`src/rtl/etr_pkg.sv`:
```
package etr_pkg;
  localparam int unsigned FILT_W = 4;
  localparam int unsigned RUN_W  = 4;
  localparam int unsigned DIV_W  = 5;

  // Number of agreeing samples needed per filter setting.
  function automatic logic [RUN_W-1:0] run_len(input logic [FILT_W-1:0] code);
    case (code)
      4'd0:                 run_len = 4'd1;
      4'd1:                 run_len = 4'd2;
      4'd2:                 run_len = 4'd4;
      4'd3:                 run_len = 4'd8;
      4'd4, 4'd6, 4'd8:     run_len = 4'd6;
      4'd10, 4'd13:         run_len = 4'd5;
      4'd11, 4'd14:         run_len = 4'd6;
      default:              run_len = 4'd8;
    endcase
  endfunction

  // log2 of the tick divisor; only meaningful for tick-based codes.
  function automatic logic [2:0] div_log2(input logic [FILT_W-1:0] code);
    case (code)
      4'd4, 4'd5:           div_log2 = 3'd1;
      4'd6, 4'd7:           div_log2 = 3'd2;
      4'd8, 4'd9:           div_log2 = 3'd3;
      4'd10, 4'd11, 4'd12:  div_log2 = 3'd4;
      4'd13, 4'd14, 4'd15:  div_log2 = 3'd5;
      default:              div_log2 = 3'd0;
    endcase
  endfunction

  function automatic logic kernel_rate(input logic [FILT_W-1:0] code);
    kernel_rate = (code >= 4'd1) && (code <= 4'd3);
  endfunction
endpackage

```
`src/rtl/etr_sync.sv`:
```
module etr_sync #(
  parameter int unsigned STAGES = 2
) (
  input  logic clk_i,
  input  logic rst_ni,
  input  logic d_i,
  output logic q_o
);
  logic [STAGES-1:0] chain_q;

  generate
    for (genvar g = 0; g < STAGES; g++) begin : g_stage
      if (g == 0) begin : g_first
        always_ff @(posedge clk_i or negedge rst_ni) begin
          if (!rst_ni) chain_q[0] <= 1'b0;
          else         chain_q[0] <= d_i;
        end
      end else begin : g_next
        always_ff @(posedge clk_i or negedge rst_ni) begin
          if (!rst_ni) chain_q[g] <= 1'b0;
          else         chain_q[g] <= chain_q[g-1];
        end
      end
    end
  endgenerate

  assign q_o = chain_q[STAGES-1];
endmodule

```
`src/rtl/etr_prescaler.sv`:
```
module etr_prescaler #(
  parameter int unsigned PSC_W = 2,
  localparam int unsigned CNT_W = (1 << PSC_W) - 1
) (
  input  logic             clk_i,
  input  logic             rst_ni,
  input  logic             d_i,
  input  logic [PSC_W-1:0] psc_i,
  output logic             q_o
);
  logic             prev_q;
  logic [CNT_W-1:0] edges_q;
  logic             rise;

  assign rise = d_i && !prev_q;

  always_ff @(posedge clk_i or negedge rst_ni) begin
    if (!rst_ni) begin
      prev_q  <= 1'b0;
      edges_q <= '0;
    end else begin
      prev_q <= d_i;
      if (rise) edges_q <= edges_q + 1'b1;
    end
  end

  // Bit k-1 of the edge counter rises once per 2^k input rising edges.
  always_comb begin
    if (psc_i == '0) q_o = prev_q;
    else             q_o = edges_q[psc_i - 1'b1];
  end
endmodule

```
`src/rtl/etr_filter.sv`:
```
module etr_filter
  import etr_pkg::*;
(
  input  logic              clk_i,
  input  logic              rst_ni,
  input  logic              tick_i,
  input  logic              d_i,
  input  logic [FILT_W-1:0] code_i,
  output logic              q_o
);
  logic [DIV_W-1:0] div_q;
  logic [DIV_W-1:0] div_mask;
  logic [RUN_W-1:0] run_q;
  logic [RUN_W-1:0] need;
  logic [RUN_W-1:0] run_next;
  logic             sample_en;
  logic             level_q;

  assign need     = run_len(code_i);
  assign div_mask = DIV_W'((1 << div_log2(code_i)) - 1);
  assign run_next = run_q + 1'b1;

  always_comb begin
    if (kernel_rate(code_i)) sample_en = 1'b1;
    else                     sample_en = tick_i && ((div_q & div_mask) == div_mask);
  end

  always_ff @(posedge clk_i or negedge rst_ni) begin
    if (!rst_ni) div_q <= '0;
    else if (tick_i) div_q <= div_q + 1'b1;
  end

  always_ff @(posedge clk_i or negedge rst_ni) begin
    if (!rst_ni) begin
      run_q   <= '0;
      level_q <= 1'b0;
    end else if (sample_en) begin
      if (d_i != level_q) begin
        if (run_next >= need) begin
          level_q <= d_i;
          run_q   <= '0;
        end else begin
          run_q <= run_next;
        end
      end else begin
        run_q <= '0;
      end
    end
  end

  assign q_o = level_q;
endmodule

```
`src/rtl/etr_conditioner.sv`:
```
module etr_conditioner
  import etr_pkg::*;
#(
  parameter int unsigned SYNC_STAGES = 2,
  parameter int unsigned PSC_W       = 2
) (
  input  logic              clk_i,
  input  logic              rst_ni,
  input  logic              dts_tick_i,
  input  logic              pin_i,
  input  logic              cfg_invert_i,
  input  logic [PSC_W-1:0]  cfg_psc_i,
  input  logic [FILT_W-1:0] cfg_filt_i,
  input  logic              cfg_extclk_en_i,
  output logic              filt_level_o,
  output logic              edge_pulse_o
);
  logic pin_sync;
  logic pin_pol;
  logic presc_q;
  logic filt_q;
  logic filt_d_q;

  etr_sync #(.STAGES(SYNC_STAGES)) u_sync (
    .clk_i (clk_i),
    .rst_ni(rst_ni),
    .d_i   (pin_i),
    .q_o   (pin_sync)
  );

  assign pin_pol = pin_sync ^ cfg_invert_i;

  etr_prescaler #(.PSC_W(PSC_W)) u_psc (
    .clk_i (clk_i),
    .rst_ni(rst_ni),
    .d_i   (pin_pol),
    .psc_i (cfg_psc_i),
    .q_o   (presc_q)
  );

  etr_filter u_filt (
    .clk_i (clk_i),
    .rst_ni(rst_ni),
    .tick_i(dts_tick_i),
    .d_i   (presc_q),
    .code_i(cfg_filt_i),
    .q_o   (filt_q)
  );

  always_ff @(posedge clk_i or negedge rst_ni) begin
    if (!rst_ni) filt_d_q <= 1'b0;
    else         filt_d_q <= filt_q;
  end

  assign filt_level_o = filt_q;
  assign edge_pulse_o = cfg_extclk_en_i && filt_q && !filt_d_q;
endmodule

```
`config.mk`:
```
export PLATFORM = sky130hd
export DESIGN_NAME = etr_conditioner
export DESIGN_NICKNAME = d
export VERILOG_FILES = /design/src/rtl/etr_pkg.sv /design/src/rtl/etr_sync.sv /design/src/rtl/etr_prescaler.sv /design/src/rtl/etr_filter.sv /design/src/rtl/etr_conditioner.sv
export SDC_FILE = /design/constraint.sdc
export NUM_CORES = 1
export LEC_CHECK = 0
export CORE_MARGIN = 2
export CORE_UTILIZATION = 40
export DETAILED_ROUTE_END_ITERATION = 8
export GPL_TIMING_DRIVEN = 0
export HOLD_SLACK_MARGIN = 0.06
export PLACE_DENSITY = 0.66
export SKIP_CTS_REPAIR_TIMING = 1
export SKIP_LAST_GASP = 1
export SLEW_MARGIN = 20
export SYNTH_ARGS = -nofsm -noshare
export SYNTH_HDL_FRONTEND = slang
export SYNTH_SLANG_ARGS = --single-unit
```
`constraint.sdc`:
```
create_clock -name clk_i -period 1.8 [get_ports clk_i]
set_clock_uncertainty 0.1 [all_clocks]
set_input_delay 0.54 -clock clk_i [delete_from_list [all_inputs] [get_ports clk_i]]
set_output_delay 0.54 -clock clk_i [all_outputs]
set_load 0.005 [all_outputs]
```
==> reports/results.ini <==
[critical_path]
path_max_fanout = 5
startpoint_type = input pin
worst_ep_arrival_time_ns = 2.31
path_class = input pin to flop
crit_required_ns = 1.88
critPathCaptureType = flop
crit_path_frequent_cell = mux2_4
crit_chain = buf_12 -> inv_8 -> ha_4 -> mux2_4 -> a22o_1 -> ha_1 -> nand2b_4 -> a21oi_2 -> o21ai_2 -> nand2_2 -> mux2_4
crit_path_max_incr_delay_ns = 0.29
cpMaxStageDelayCell = mux2_4

[floorplanning]
fp.dieH_um = 58.8
die_area_sq_um = 3450
core-area_sq_um = 2810
die_w_um = 58.8
rows = 19
start_util = 0.428
num_io_pins = 14

[cts]
cts_sinks = 17
numCtsBuffers = 3
cts_tree = built
clk_latency_ns = 0.28
cts_buffer_depth = 2
cts-htree-levels = 1
clockRootBuffer = clkbuf_4
clk_pin_slew_ns = 0.10

[synth]
ys_ff_latch = 17
syn_nets = 144
synth_cell_types = 35
netlist_area_sq_um = 1200
synth-edff-count = 0
synth.avg_cell_area_sq_um = 10.3
ys.flop_type = dfrtp_1
netlist_instances = 117
async_reset_ff_frac = 1.00
ys_warn_count = 0
yosysSeqAreaShare = 0.355

[final_layout]
synthToLayoutAreaGrowth_pct = 34.7
n_antenna_cell = 0
multi_input_area_sq_um = 833
final_cell_mix = 17 x dfrtp_1, 11 x ha_1, 7 x nand2_1, 7 x buf_4
drive_gt1_frac = 0.340
regArea_sq_um = 425
final_common_cell = dfrtp_1
instances_no_fill = 172
layout.nets = 169
fill_cells = 246

[sta]
hold_viol = 0
worst_slack_ns = -0.427
min_period_ns = 2.23
setup_tns_ns = -1.84
rsz0062_at_grt = true
final-setup-viol-count = 5
clock.fmax_mhz = 449
fin_crit_sh = 1.24
relSlewSlack = 0.510
finalMaxSlewViolations = 0
worstMarginPinSlew_ns = 0.733

[placement]
dp_hpwl_um = 1570
post-place-ws_ns = -1.40
placed_cells = 160
port_buffers = 12
gp_congestion = 0.774

[drt]
routed_wl_um = 2240
first_iter_violations = 15
drc = 1
wl_met2_um = 1230
wire_per_inst_um = 13.0
ant_nets = 0
vias_per_cell = 5.28
routed.top_layer = met3
met3_wirelength_um = 88
wl_met1_um = 920
via_count = 909
first_pass_iters = 6

[global_routing]
grt_pass1_wl_um = 3590
grt_max_degree = 18
antenna_found_initial = 0
grt_usage = 0.135
grt_overflow = 0
grt_pass1_vias = 869

[status]
status = finished with violations
violations = DRC, setup timing

[min_path]
hp-class = flop to flop

[pwr]
power_leakage_uw = 0.000755
ir_worst_vdd_v = 0.000758
p_total_uw = 1600
power_density_nw_per_um2 = 991

[flow_run]
cap_violations = 0

==> final cells by class <==
class | count | area share
Buffer | 3 | 0.0279
Clock buffer | 3 | 0.0139
Clock inverter | 1 | 0.00310
Inverter | 8 | 0.0263
Multi-Input combinational cell | 89 | 0.515
Sequential cell | 17 | 0.263
Tap cell | 31 | 0.0240
Timing Repair Buffer | 20 | 0.126
==> logic make-up (layout without fill, tap and decap cells) <==
logic type,after synthesis,after routing,share of synthesized area
and+or+nand+nor,32,32,0.148
AOI/OAI and AO/OA,24,24,0.149
buffers and inverters,11,35,0.0417
muxes,7,7,0.0699
DFF,17,17,0.355
adders and majority gates,15,15,0.156
xor gates and xnor gates,11,11,0.0803
==> stage by stage <==
stage                     area [sq um]  hold slack [ns]   util
after floorplan                   1250            0.144      -
after global placement            1410            0.235  0.503
after detailed placement          1410            0.237  0.503
after CTS                         1440            0.261  0.513
after global routing              1620            0.283  0.576
final                             1620            0.258  0.576
==> critical path: cells and delay by family <==
family	cells	cell delay, ns
AO/OA/AOI/OAI	3	0.46
adder cells (fa/ha/maj)	2	0.42
buffers and inverters	2	0.14
multiplexers	2	0.54
AND/OR/NAND/NOR	2	0.20
==> per-layer routing <==
layer	track usage	up-vias
met3	0.0396	0
met4	0.0195	0
met5	0	-
met2	0.256	12
met1	0.151	434
li1	-	463
==> registers in the layout, summed over array words and instances (netlist names) <==
register	cells
u_filt.run_q	4
u_psc.edges_q	3
u_filt.div_q	5
u_sync.q_o	1
u_sync.chain_q	1
u_psc.prev_q	1
u_filt.q_o	1
filt_d_q	1
==> path summary, 6_finish.rpt <==
check | startpoint | endpoint | slack [ns] | depth (start not counted)
worst min register to register | u_sync.chain_q[0] | u_sync.q_o | 0.26 | 0
max in group asynchronous | rst_ni | u_filt.div_q[0] | 0.56 | 1
worst max-delay path | cfg_filt_i[1] | u_filt.q_o | -0.43 | 11
worst min-delay path | u_sync.chain_q[0] | u_sync.q_o | 0.26 | 0
worst max register to register | u_filt.run_q[0] | u_filt.q_o | -0.27 | 7
min in group asynchronous | rst_ni | u_filt.run_q[0] | 0.58 | 1
==> Yosys cell counts (2+ instances only) <==
cell       n  area share
o21ai_1    3       0.013
a21oi_1    7       0.029
xnor2_1    5       0.036
mux2_4     2       0.025
nand2_1    8       0.025
nand3b_1   2       0.013
mux2_2     3       0.028
dfrtp_1   17        0.35
xor2_1     6       0.044
inv_1      8       0.025
nor2b_1    2       0.010
a211oi_1   3       0.019
nand3_1    3       0.013
nor2_1     6       0.019
mux2i_1    2       0.017
o21ai_0    4       0.017
nand4_1    2       0.010
nand2b_1   3       0.016
ha_1      15        0.16
==> power breakdown <==
group          leakage [uW]  switching, uW  internal (uW)
Sequential         0.000209            129            516
Combinational      0.000528            331            425
Clock             0.0000177            118           82.6
Total              0.000755            579           1020
Note: power is estimated with default switching activity, not from simulation.
